`config.mk`:
```
export PLATFORM = sky130hd
export DESIGN_NAME = bus_csel
export DESIGN_NICKNAME = d
export VERILOG_FILES = /design/src/rtl/csel_pkg.sv /design/src/rtl/csel_cfg_regs.sv /design/src/rtl/csel_io_decode.sv /design/src/rtl/csel_mem_window.sv /design/src/rtl/bus_csel.sv
export SDC_FILE = /design/constraint.sdc
export NUM_CORES = 1
export LEC_CHECK = 0
export BUFFER_PORTS_ARGS = -buffer_cell sky130_fd_sc_hd__buf_2
export CAP_MARGIN = 0
export CORE_UTILIZATION = 55
export DETAILED_ROUTE_END_ITERATION = 6
export PLACE_DENSITY = 0.79
export SLEW_MARGIN = 10
export SYNTH_ARGS = -nofsm -noshare
export SYNTH_HDL_FRONTEND = slang
export SYNTH_SLANG_ARGS = --single-unit
```
`constraint.sdc`:
```
create_clock -name clk -period 2 [get_ports clk]
set_input_delay 0.3 -clock clk [delete_from_list [all_inputs] [get_ports clk]]
set_output_delay 0.3 -clock clk [all_outputs]
set_load 0.01 [all_outputs]
```
`src/rtl/csel_pkg.sv`:
```
package csel_pkg;
   localparam int unsigned CSEL_BANK_W  = 8;
   localparam int unsigned CSEL_RELOC_W = 2;

   typedef struct packed {
      logic [CSEL_BANK_W-1:0]  ram_lo;
      logic [CSEL_BANK_W-1:0]  ram_up;
      logic [CSEL_BANK_W-1:0]  rom_bound;
      logic [CSEL_BANK_W-1:0]  rom_top;
      logic [CSEL_RELOC_W-1:0] reloc;
      logic                    hio;
      logic                    rom_en;
   } csel_cfg_t;

   localparam logic [2:0] IDX_RAM_LO = 3'd0;
   localparam logic [2:0] IDX_RAM_UP = 3'd1;
   localparam logic [2:0] IDX_ROM_BD = 3'd2;
   localparam logic [2:0] IDX_CTRL   = 3'd3;
   localparam logic [2:0] IDX_ROM_TP = 3'd4;
endpackage

```
`src/rtl/csel_cfg_regs.sv`:
```
module csel_cfg_regs
   import csel_pkg::*;
(
   input  logic                   clk,
   input  logic                   rst_n,
   input  logic                   we,
   input  logic [2:0]             idx,
   input  logic [CSEL_BANK_W-1:0] wdata,
   output csel_cfg_t              cfg
);
   localparam int unsigned CTRL_HIO = CSEL_RELOC_W;
   localparam int unsigned CTRL_REN = CSEL_RELOC_W + 1;

   initial begin
      if (CTRL_REN >= CSEL_BANK_W) $error("control byte too narrow for fields");
   end

   always_ff @(posedge clk or negedge rst_n) begin
      if (!rst_n) begin
         cfg.ram_lo    <= '1;
         cfg.ram_up    <= '0;
         cfg.rom_bound <= '1;
         cfg.rom_top   <= '0;
         cfg.reloc     <= '0;
         cfg.hio       <= 1'b0;
         cfg.rom_en    <= 1'b0;
      end else if (we) begin
         case (idx)
            IDX_RAM_LO: cfg.ram_lo    <= wdata;
            IDX_RAM_UP: cfg.ram_up    <= wdata;
            IDX_ROM_BD: cfg.rom_bound <= wdata;
            IDX_ROM_TP: cfg.rom_top   <= wdata;
            IDX_CTRL: begin
               cfg.reloc  <= wdata[CSEL_RELOC_W-1:0];
               cfg.hio    <= wdata[CTRL_HIO];
               cfg.rom_en <= wdata[CTRL_REN];
            end
            default: ;
         endcase
      end
   end

   // without a write the configuration holds
   a_r9_hold_without_write: assert property (@(posedge clk) disable iff (!rst_n)
      !we |=> $stable(cfg));

   // a bound write lands at the following edge
   a_r10_write_lands: assert property (@(posedge clk) disable iff (!rst_n)
      (we && idx == IDX_ROM_BD) |=> cfg.rom_bound == $past(wdata));
endmodule

```
`src/rtl/csel_io_decode.sv`:
```
module csel_io_decode #(
   parameter int unsigned IO_W    = 16,
   parameter int unsigned RELOC_W = 2,
   parameter logic [7:0]  FIX_LO  = 8'hD8,
   parameter logic [7:0]  FIX_HI  = 8'hF7
) (
   input  logic [IO_W-1:0]    io_addr,
   input  logic [RELOC_W-1:0] reloc,
   input  logic               hio,
   output logic               hit
);
   localparam int unsigned BLK_SHIFT = 8 - RELOC_W;

   initial begin
      if (IO_W < 8)                       $error("IO_W below 8");
      if (RELOC_W < 1 || RELOC_W > 4)     $error("RELOC_W out of range");
      if (FIX_LO[2:0] != 3'd0)            $error("fixed window must start 8-aligned");
      if (FIX_HI[2:0] != 3'd7)            $error("fixed window must end 8-aligned");
      if (FIX_LO > FIX_HI)                $error("fixed window reversed");
   end

   logic [7:0] lo_byte;
   logic       page_zero;
   logic       in_block;
   logic       in_fixed;

   assign lo_byte = io_addr[7:0];

   generate
      if (IO_W > 8) begin : g_wide
         assign page_zero = ~|io_addr[IO_W-1:8];
      end else begin : g_narrow
         assign page_zero = 1'b1;
      end
   endgenerate

   assign in_block = (lo_byte[7 -: RELOC_W] == reloc);
   assign in_fixed = (lo_byte >= FIX_LO) && (lo_byte <= FIX_HI);

   always_comb begin
      if (hio) hit = !(page_zero && (in_block || in_fixed));
      else     hit = !(in_fixed || (in_block && page_zero));
   end

   logic unused_shift;
   assign unused_shift = (BLK_SHIFT == 0);
endmodule

```
`src/rtl/csel_mem_window.sv`:
```
module csel_mem_window #(
   parameter int unsigned BANK_W = 8
) (
   input  logic [BANK_W-1:0] bank,
   input  logic [BANK_W-1:0] lo,
   input  logic [BANK_W-1:0] hi,
   output logic              hit
);
   initial begin
      if (BANK_W < 1) $error("BANK_W must be positive");
   end

   assign hit = (bank >= lo) && (bank <= hi);
endmodule

```
`src/rtl/bus_csel.sv`:
```
module bus_csel
   import csel_pkg::*;
#(
   parameter int unsigned ADDR_W = 20,
   parameter int unsigned IO_W   = 16
) (
   input  logic                   clk,
   input  logic                   rst_n,
   input  logic                   iorq_n,
   input  logic                   mreq_n,
   input  logic                   m1_n,
   input  logic                   rfsh_n,
   input  logic [ADDR_W-1:0]      addr,
   input  logic                   cfg_we,
   input  logic [2:0]             cfg_idx,
   input  logic [CSEL_BANK_W-1:0] cfg_wdata,
   output logic                   io_cs_n,
   output logic                   ram_cs_n,
   output logic                   rom_cs_n
);
   localparam int unsigned BANK_LSB = ADDR_W - CSEL_BANK_W;

   initial begin
      if (IO_W > ADDR_W)        $error("IO_W exceeds ADDR_W");
      if (ADDR_W < CSEL_BANK_W) $error("ADDR_W below bank width");
   end

   csel_cfg_t              cfg;
   logic [CSEL_BANK_W-1:0] bank;
   logic [CSEL_BANK_W-1:0] rom_base;
   logic                   io_hit, ram_hit, rom_hit;
   logic                   io_cyc, mem_cyc;

   csel_cfg_regs u_regs (
      .clk   (clk),
      .rst_n (rst_n),
      .we    (cfg_we),
      .idx   (cfg_idx),
      .wdata (cfg_wdata),
      .cfg   (cfg)
   );

   csel_io_decode #(.IO_W(IO_W), .RELOC_W(CSEL_RELOC_W)) u_io (
      .io_addr (addr[IO_W-1:0]),
      .reloc   (cfg.reloc),
      .hio     (cfg.hio),
      .hit     (io_hit)
   );

   assign bank     = addr[ADDR_W-1:BANK_LSB];
   assign rom_base = cfg.rom_en ? cfg.rom_top : '0;

   csel_mem_window #(.BANK_W(CSEL_BANK_W)) u_ram (
      .bank (bank), .lo (cfg.ram_lo), .hi (cfg.ram_up), .hit (ram_hit)
   );

   csel_mem_window #(.BANK_W(CSEL_BANK_W)) u_rom (
      .bank (bank), .lo (rom_base), .hi (cfg.rom_bound), .hit (rom_hit)
   );

   assign io_cyc  = !iorq_n && m1_n;
   assign mem_cyc = !mreq_n && rfsh_n;

   assign io_cs_n  = !(io_cyc && io_hit);
   assign ram_cs_n = !(mem_cyc && ram_hit);
   assign rom_cs_n = !(mem_cyc && rom_hit);

   // I/O select only in a non-acknowledge I/O cycle
   a_r1_io_qualified: assert property (@(posedge clk) disable iff (!rst_n)
      !io_cs_n |-> (!iorq_n && m1_n));

   // refresh never selects memory
   a_r7_no_refresh_select: assert property (@(posedge clk) disable iff (!rst_n)
      !rfsh_n |-> (ram_cs_n && rom_cs_n));

   // the fixed internal window on page zero is never selected
   a_r2_fixed_window_clear: assert property (@(posedge clk) disable iff (!rst_n)
      (addr[IO_W-1:0] >= IO_W'(16'h00D8) && addr[IO_W-1:0] <= IO_W'(16'h00F7)) |-> io_cs_n);

   // RAM select implies a memory request
   a_r5_ram_needs_mreq: assert property (@(posedge clk) disable iff (!rst_n)
      !ram_cs_n |-> !mreq_n);
endmodule

```
==> results of run 1 <==
cell usage in the layout (no fill, tap or decap), types with 2 or more instances in the layout:
cell      netlist  final
o21ai_0        14     10
o211ai_1        2      2
buf_4           1      5
o21ai_1         7      9
nor4_1          3      2
nand3_1         2      2
nand4_1         3      3
nand2_4         0      4
clkbuf_1        1      2
ha_4            0     15
mux2_4          2      2
and3b_1         2      2
nand2_2         0      5
dfrtp_1        20     19
dfstp_2        16     16
a211o_1         2      2
mux2_2         13     13
a21oi_1        13     12
clkbuf_8        0      6
inv_1          24     20
buf_2           0     37
nand2_1        42     33
inv_2           0      4
nor3_2          0      2
o21ai_2         7      9
xor2_1          3      3
nor2_1          4      4
ha_1           32     17
nor2b_1         2      2
cell families (layout without fill, tap and decap cells):
kind of cell / count (synthesis) / in the layout / share of synthesized area, %
xor+xnor: 3 / 3 / 1.13
mux: 15 / 15 / 7.61
flops: 36 / 36 / 39.7
compound gates: 50 / 50 / 13.2
fa+ha+maj: 32 / 32 / 17.3
simple gates: 67 / 67 / 14.8
buf+inv: 30 / 76 / 6.31
worst max-delay path, stage by stage, from the launching register on:
cell,delay (ns)
dfstp_2,0.53
inv_2,0.05
ha_4,0.27
nand2_4,0.05
nor4_4,0.26
o31ai_1,0.10
a221o_1,0.31
buf_2,0.14
final cells by class:
type | instances | area [um^2]
timing repair buffer | 44 | 254
inverter | 24 | 90.1
clock buffer | 8 | 90.1
fill | 256 | 1090
tap | 50 | 62.6
sequential | 36 | 922
multi-input combinational | 167 | 1520
cells in the mapped netlist, types with 3 or more instances:
| cell | number |
|---|---|
| a21oi_1 | 13 |
| ha_1 | 32 |
| o21ai_1 | 7 |
| nor2_1 | 4 |
| mux2_2 | 13 |
| nand2_1 | 42 |
| nand4_1 | 3 |
| inv_1 | 24 |
| dfstp_2 | 16 |
| buf_6 | 4 |
| xor2_1 | 3 |
| nor4_1 | 3 |
| o21ai_0 | 14 |
| o21ai_2 | 7 |
| dfrtp_1 | 20 |
metal layers:
layer	global-route usage (%)	vias up	part of all wire, %
met1	30.9	941	40
met5	0	-	0
met3	7.53	34	6.0
li1	-	887	-
met2	47.9	83	49
met4	13.8	0	4.7
final timing paths:
kind	start	to	slack, ns
max reg2reg	u_regs.cfg[0]	u_regs.cfg[0]	1.01
min in group clk	cfg_wdata[6]	u_regs.cfg[18]	0.26
min reg2reg	u_regs.cfg[14]	u_regs.cfg[14]	0.50
min	rst_n	u_regs.cfg[24]	0.07
max in group asynchronous	rst_n	u_regs.cfg[0]	1.38
max	u_regs.cfg[32]	ram_cs_n	-0.30
power breakdown:
part           switching [mW]  internal [mW]
logic                   0.483          0.441
registers              0.0798          0.931
clock network           0.260          0.281
metrics by stage:
| stage | cells | total power, mW |
|---|---|---|
| after global routing | 329 | 2.61 |
| after global placement | 317 | 1.60 |
| after detailed placement | 317 | 1.65 |
| after CTS | 328 | 2.34 |
| final | 329 | 2.48 |
| after floorplan | 233 | 1.45 |
repair_timing:
action | 4_1_cts | 5_1_grt
hold endpoints to repair | 0 | 0
setup buffers | 3 | 1
pin swaps | 16 | 8
endpoints found under the setup margin | 2 | 2
gates resized for setup | 33 | 15
==> flow_metrics.py, run 1 <==
metrics = {
    "routing": {
        "wire_per_inst_um": 18.5,
        "via_per_inst": 5.91,
        "drc_errors": 0,
        "drt_iter0_markers": 141,
        "drtAntennaViolNets": 0,
        "dr.pass1.iters": 4,
        "num_vias": 1945,
        "finalWirelength_mm": 6.10,
    },
    "logic_synthesis": {
        "syn-cell-area_mm2": 0.00232,
        "ys_seq_area_share_pct": 39.7,
        "synth-edff-count": 0,
        "yosysTopAreaCell": "dfrtp_1",
        "synth_cell_types": 36,
        "syn_nets": 303,
        "synthTopCellsByArea": "dfrtp_1 (22%), dfstp_2 (18%), ha_1 (17%)",
        "ys_ff_latch": 36,
        "yosys_warnings": 0,
        "synth_flop_cell": "dfrtp_1",
        "postSynthCellCount": 233,
        "syn_avg_cell_area_um2": 9.95,
        "yosysTopAreaCellShare_pct": 21.6,
        "ys_async_sr_fraction_pct": 100,
    },
    "placed_design": {
        "placed_area_mm2": 0.00253,
        "hpwl_mm": 3.72,
        "io_buffers": 37,
        "dp_slack_ns": -0.0887,
        "place.gp.congestion": 0.837,
    },
    "cells_and_area": {
        "utilization_pct": 72.9,
        "drive_gt1_share_pct": 45.5,
        "reg.largest.list": "u_regs.cfg x36",
        "largest_register_ffs": 36,
        "area_growth_pct": 26.7,
        "regMostFlops": "u_regs.cfg",
        "stdcell_area_mm2": 0.00294,
        "fin_nets": 348,
        "diodes": 0,
    },
    "clock_tree": {
        "clock_sinks": 36,
        "clk_latency_ns": 0.29,
        "cts_tree": "yes",
        "cts_made_buffers": 5,
        "cts_root_buf": "clkbuf_8",
        "clk_pin_slew_ns": 0.08,
        "cts.htree.levels": 2,
        "clock_path_buffers": 2,
        "ctsHoldBuffers": 0,
    },
    "grt": {
        "grt_max_degree": 37,
        "grt-ovfl-total": 0,
        "antenna_found_initial": 0,
        "grt_pass1_wl_mm": 8.94,
        "grt_pass1_vias": 1973,
        "grtUsageTotal_pct": 27.7,
    },
    "floorplan": {
        "die_y_um": 66.9,
        "die_area_mm2": 0.00448,
        "ioPinCount": 41,
        "die_w_um": 66.9,
        "rows": 23,
        "start_util_pct": 57.5,
        "core-area_mm2": 0.00403,
    },
    "power": {
        "p_leak_nw": 1.30,
        "ir_drop_mv": 0.519,
        "power_density_mw_per_mm2": 843,
    },
    "worst_setup_path": {
        "crit_path_end_kind": "primary output",
        "critPathLaunchType": "register",
        "critPathKind": "register to primary output",
        "cp_data_arrival_time_ns": 2.00,
        "reg2regPathDepth": 2,
        "crit_required_ns": 1.70,
        "critPathMaxFanout": 2,
    },
    "sta": {
        "layout_min_cycle_time_ns": 2.30,
        "finalHoldWorstSlack_ns": 0.0690,
        "fin_ws_ns": -0.296,
        "worst_pin_slew_ns": 0.774,
        "fin_tns_setup_ns": -0.553,
        "finalSetupViolCount": 2,
        "fin_crit_sh_pct": 115,
        "relSlewSlack_pct": 48.4,
        "rsz0062_at_grt": "true",
        "clock_skew_ns": 0,
        "slew_viol_final": 0,
        "hold_viol": 0,
        "max_freq_mhz": 435,
    },
    "job": {
        "maxCapViolCount": 0,
    },
    "min_path": {
        "worstHoldPathType": "input port to async pin",
    },
    "status": {
        "outcome": "finished with violations",
        "violations": "setup timing",
    },
}
Note: power is estimated with default switching activity, not from simulation.
==> run 2, diff against run 1 <==
--- a/config.mk
+++ b/config.mk
@@ -7,9 +7,10 @@
 export LEC_CHECK = 0
 export BUFFER_PORTS_ARGS = -buffer_cell sky130_fd_sc_hd__buf_2
 export CAP_MARGIN = 0
-export CORE_UTILIZATION = 55
+export CORE_UTILIZATION = 50
 export DETAILED_ROUTE_END_ITERATION = 6
-export PLACE_DENSITY = 0.79
+export GPL_TIMING_DRIVEN = 0
+export PLACE_DENSITY = 0.73
 export SLEW_MARGIN = 10
 export SYNTH_ARGS = -nofsm -noshare
 export SYNTH_HDL_FRONTEND = slang
==> run 2 against run 1 <==
- the flow still finishes with violations (setup timing)
- worst setup slack gained 0.017 ns
- hold slack gained 0.030 ns
- non-clock buffer count grew 3
==> flow_metrics.py, run 2 (synthesis gave the netlist of run 1 again) <==
metrics = {
    "status": {
        "outcome": "finished with violations",
        "violations": "setup timing",
    },
    "sta": {
        "layout_min_cycle_time_ns": 2.28,
        "hold_viol": 0,
        "rsz0062_at_grt": "true",
        "finalSetupViolCount": 2,
        "finalHoldWorstSlack_ns": 0.0991,
        "fin_ws_ns": -0.279,
        "clock_skew_ns": 0,
        "worst_pin_slew_ns": 0.803,
        "max_freq_mhz": 439,
        "relSlewSlack_pct": 46.4,
        "fin_tns_setup_ns": -0.536,
        "slew_viol_final": 0,
        "fin_crit_sh_pct": 114,
    },
    "cells_and_area": {
        "regMostFlops": "u_regs.cfg",
        "final_common_cell": "nand2_1",
        "final_cell_mix": "nand2_1 (38), buf_2 (37), ha_1 (25)",
        "area_growth_pct": 23.2,
        "utilization_pct": 64.7,
        "fillers": 365,
        "stdcell_area_mm2": 0.00286,
        "final_cells": 334,
        "diodes": 0,
        "reg.largest.list": "u_regs.cfg x36",
        "largest_register_ffs": 36,
        "fin_nets": 351,
        "drive_gt1_share_pct": 41.1,
        "multi_input_area_mm2": 0.00139,
        "regArea_um2": 922,
    },
    "worst_setup_path": {
        "cp_data_arrival_time_ns": 1.98,
        "critPathLaunchType": "register",
        "critPathKind": "register to primary output",
        "crit_path_end_kind": "primary output",
        "critPathMaxFanout": 4,
        "crit_required_ns": 1.70,
    },
    "routing": {
        "finalWirelength_mm": 5.11,
        "drt_iter0_markers": 58,
        "dr.pass1.iters": 4,
        "num_vias": 1818,
        "drc_errors": 0,
        "via_per_inst": 5.44,
        "wire_per_inst_um": 15.3,
        "drtAntennaViolNets": 0,
    },
    "floorplan": {
        "rows": 24,
        "die_w_um": 70.1,
        "ioPinCount": 41,
        "start_util_pct": 52.5,
        "die_area_mm2": 0.00491,
        "core-area_mm2": 0.00441,
        "die_y_um": 70.1,
    },
    "power": {
        "p_sw_share_pct": 30.8,
        "clkPwrFrac_pct": 23.8,
        "combPwrFrac_pct": 33.7,
        "ir_drop_mv": 0.496,
        "power_density_mw_per_mm2": 823,
        "total_power_mw": 2.35,
        "p_leak_nw": 1.31,
        "switchingPower_uw": 725,
        "seq_power_share_pct": 42.5,
        "intPower_mw": 1.63,
    },
    "placed_design": {
        "io_buffers": 37,
        "dp.cells": 322,
        "hpwl_mm": 3.72,
        "placed_area_mm2": 0.00257,
        "dp_slack_ns": -0.145,
        "place.gp.congestion": 0.824,
    },
    "clock_tree": {
        "clock_path_buffers": 2,
        "clock_sinks": 36,
        "cts_made_buffers": 5,
        "clk_latency_ns": 0.29,
        "cts_tree": "yes",
        "cts.htree.levels": 2,
        "clk_pin_slew_ns": 0.07,
        "cts_root_buf": "clkbuf_8",
        "ctsHoldBuffers": 0,
    },
    "min_path": {
        "worstHoldPathType": "input port to async pin",
    },
    "job": {
        "maxCapViolCount": 0,
    },
    "grt": {
        "grt_pass1_wl_mm": 8.49,
        "grt_max_degree": 37,
        "grt-ovfl-total": 0,
        "grtUsageTotal_pct": 22.4,
        "antenna_found_initial": 0,
        "grt_pass1_vias": 1848,
    },
}
-- run 2: cell count changes in the layout (fill, tap and decap cells not counted), moves of 2 or more --
cell and delta:
nand2_4 -2, buf_6 +4, nand2_2 -3, o21ai_2 -2, ha_1 +8, ha_4 -8
nand2_1 +5
-- run 2: path summary, 6_finish.rpt --
| path | startpoint | to | slack, ns | depth (start not counted) |
|---|---|---|---|---|
| worst max-delay path | u_regs.cfg[0] | rom_cs_n | -0.28 | 8 |
| worst min-delay path | rst_n | u_regs.cfg[26] | 0.1 | 1 |
| worst max register to register | u_regs.cfg[33] | u_regs.cfg[33] | 0.98 | 4 |
| worst min register to register | u_regs.cfg[17] | u_regs.cfg[17] | 0.50 | 2 |
| max in group asynchronous | rst_n | u_regs.cfg[0] | 1.35 | 1 |
| min in group clk | cfg_wdata[5] | u_regs.cfg[17] | 0.27 | 3 |
-- run 2: area by class of cell --
| class | instances | share of cell area, % |
|---|---|---|
| Multi-Input combinational cell | 167 | 48.6 |
| Timing Repair Buffer | 42 | 8.37 |
| Buffer | 5 | 1.84 |
| Clock buffer | 8 | 3.51 |
| Sequential cell | 36 | 32.3 |
| Tap cell | 52 | 2.28 |
| Inverter | 24 | 3.16 |
-- run 2: metal layers --
metal,vias to the layer above,routed length [um],global-route usage (%)
met5,-,0,0
met3,11,163,4.33
met2,28,2560,37.0
met1,883,2270,28.7
li1,896,-,-
met4,0,116,9.11
-- run 2: repair_timing --
action,in CTS,in global routing
pin swaps,9,9
buffers inserted,4,1
gates cloned,0,0
setup endpoints to repair,2,2
endpoints found under the hold margin,0,0
gates resized for setup,17,12
-- run 2: power by group through the flow --
stage	logic [mW]	clock network, mW	registers [mW]
2_1_floorplan	0.463	0	0.982
3_3_place_gp	0.619	0	0.991
3_5_place_dp	0.649	0	0.997
4_1_cts	0.728	0.572	0.996
5_1_grt	0.889	0.598	1.02
6_report	0.792	0.559	1.00
-- run 2: worst max-delay path: stages (launching register included) --
cell	delay (ns)
dfrtp_2	0.43
buf_6	0.14
nand2_4	0.05
ha_4	0.25
o21ai_1	0.05
o21ai_1	0.17
o211ai_1	0.12
a211o_1	0.33
buf_2	0.15
==> run 3, diff against run 2 <==
--- a/config.mk
+++ b/config.mk
@@ -11,6 +11,7 @@
 export DETAILED_ROUTE_END_ITERATION = 6
 export GPL_TIMING_DRIVEN = 0
 export PLACE_DENSITY = 0.73
+export SKIP_CTS_REPAIR_TIMING = 1
 export SLEW_MARGIN = 10
 export SYNTH_ARGS = -nofsm -noshare
 export SYNTH_HDL_FRONTEND = slang
==> run 3 against run 2 <==
- the flow still finishes with violations (setup timing)
- highest routed layer unchanged
- die area stayed put
- fmax is 2.0% lower
- routed wire length is 5.3% lower
- clock power hardly changed
- hold slack worse by 0.0064 ns
- via count is 1.5% lower
- largest cell class unchanged
- utilization is 2.2 points lower
- critical endpoint is now ram_cs_n
- sequential cell count stayed put
==> flow_metrics.py, run 3 (synthesis gave the netlist of run 1 again) <==
metrics = {
    "status": {
        "outcome": "finished with violations",
        "violations": "setup timing",
    },
    "clock_tree": {
        "clock_path_buffers": 2,
        "cts_tree": "yes",
        "cts_root_buf": "clkbuf_8",
        "cts.htree.levels": 2,
        "clk_pin_slew_ns": 0.07,
        "clock_sinks": 36,
        "clk_latency_ns": 0.29,
        "cts_made_buffers": 5,
    },
    "worst_setup_path": {
        "critPathKind": "register to primary output",
        "r2r-end": "u_regs.cfg[35]",
        "crit_path_end_kind": "primary output",
        "cp_data_arrival_time_ns": 2.03,
        "crit_required_ns": 1.70,
        "critPathMaxFanout": 2,
        "reg2regPathDepth": 3,
        "r2r_start": "u_regs.cfg[35]",
        "critPathLaunchType": "register",
        "worst-r2r-setup-slack_ns": 1.05,
    },
    "grt": {
        "grt_pass1_vias": 1802,
        "grt-ovfl-total": 0,
        "grtUsageTotal_pct": 21.3,
        "grt_pass1_wl_mm": 8.14,
        "grt_max_degree": 37,
        "antenna_found_initial": 0,
    },
    "routing": {
        "wire_per_inst_um": 14.5,
        "num_vias": 1791,
        "dr.pass1.iters": 4,
        "via_per_inst": 5.38,
        "drt_iter0_markers": 80,
        "drc_errors": 0,
        "drtAntennaViolNets": 0,
        "finalWirelength_mm": 4.84,
    },
    "placed_design": {
        "io_buffers": 37,
        "dp_slack_ns": -0.145,
        "placed_area_mm2": 0.00257,
        "place.gp.congestion": 0.824,
        "hpwl_mm": 3.72,
    },
    "sta": {
        "slew_viol_final": 0,
        "fin_ws_ns": -0.326,
        "worst_pin_slew_ns": 0.787,
        "finalHoldWorstSlack_ns": 0.0928,
        "fin_crit_sh_pct": 116,
        "layout_min_cycle_time_ns": 2.33,
        "clock_skew_ns": 0,
        "max_freq_mhz": 430,
        "hold_viol": 0,
        "rsz0062_at_grt": "true",
        "finalSetupViolCount": 2,
        "relSlewSlack_pct": 47.6,
    },
    "cells_and_area": {
        "fin_nets": 350,
        "area_growth_pct": 18.9,
        "stdcell_area_mm2": 0.00276,
        "diodes": 0,
        "final_cell_mix": "nand2_1 (41), buf_2 (37), ha_1 (29)",
        "final_common_cell": "nand2_1",
        "largest_register_ffs": 36,
        "reg.largest.list": "u_regs.cfg x36",
        "drive_gt1_share_pct": 37.0,
        "utilization_pct": 62.4,
        "regMostFlops": "u_regs.cfg",
    },
    "power": {
        "total_power_mw": 2.27,
        "p_leak_nw": 1.29,
        "power_density_mw_per_mm2": 823,
        "ir_drop_mv": 0.481,
    },
    "min_path": {
        "worstHoldPathType": "input port to async pin",
    },
    "job": {
        "maxCapViolCount": 0,
    },
    "floorplan": {
        "rows": 24,
        "ioPinCount": 41,
        "core-area_mm2": 0.00441,
        "die_w_um": 70.1,
        "start_util_pct": 52.5,
        "die_y_um": 70.1,
        "die_area_mm2": 0.00491,
    },
}
-- run 3: layout make-up --
class	count	area, um^2
buffer	5	52.6
clock buffer	8	100
fill	382	1660
inverter	24	90.1
multi-input combinational	167	1310
sequential	36	922
tap	52	65.1
timing repair buffer	41	215
-- run 3: worst max-delay path by stage --
stage,cells past startpoint,startpoint,endpoint,slack (ns)
after CTS,8,u_regs.cfg[0],rom_cs_n,-0.48
after global routing,7,u_regs.cfg[35],ram_cs_n,-0.41
after global placement,8,u_regs.cfg[0],rom_cs_n,-0.16
after floorplan,6,u_regs.cfg[35],ram_cs_n,0.17
after detailed placement,8,u_regs.cfg[0],rom_cs_n,-0.14
final,7,u_regs.cfg[35],ram_cs_n,-0.33
-- run 3: metrics by stage --
stage	std cells	TNS, ns
after floorplan	233	0
after global placement	322	-0.182
after detailed placement	322	-0.151
after CTS	330	-0.820
after global routing	333	-0.796
final	333	-0.610
-- run 3: worst max-delay path, cell delays in order (launching register included) --
cell and delay (ns):
dfstp_2 0.53, inv_2 0.05, ha_4 0.27, nand2_4 0.05, nor4_4 0.25, o31ai_1 0.11
a221o_1 0.34, buf_2 0.14
-- run 3: power breakdown --
part           total [mW]  internal (mW)  leakage [nW]  switching, mW
logic               0.723          0.341         0.828          0.382
registers           0.987          0.930         0.408         0.0562
clock network       0.560          0.314        0.0515          0.246
total                2.27           1.59          1.29          0.684
-- run 3: routing by layer --
layer / up-vias / routed length (um) / GRT usage (%)
li1: 896 / - / -
met1: 867 / 2200 / 27.8
met2: 21 / 2430 / 34.6
met3: 7 / 136 / 4.18
met4: 0 / 71 / 8.44
met5: - / 0 / 0
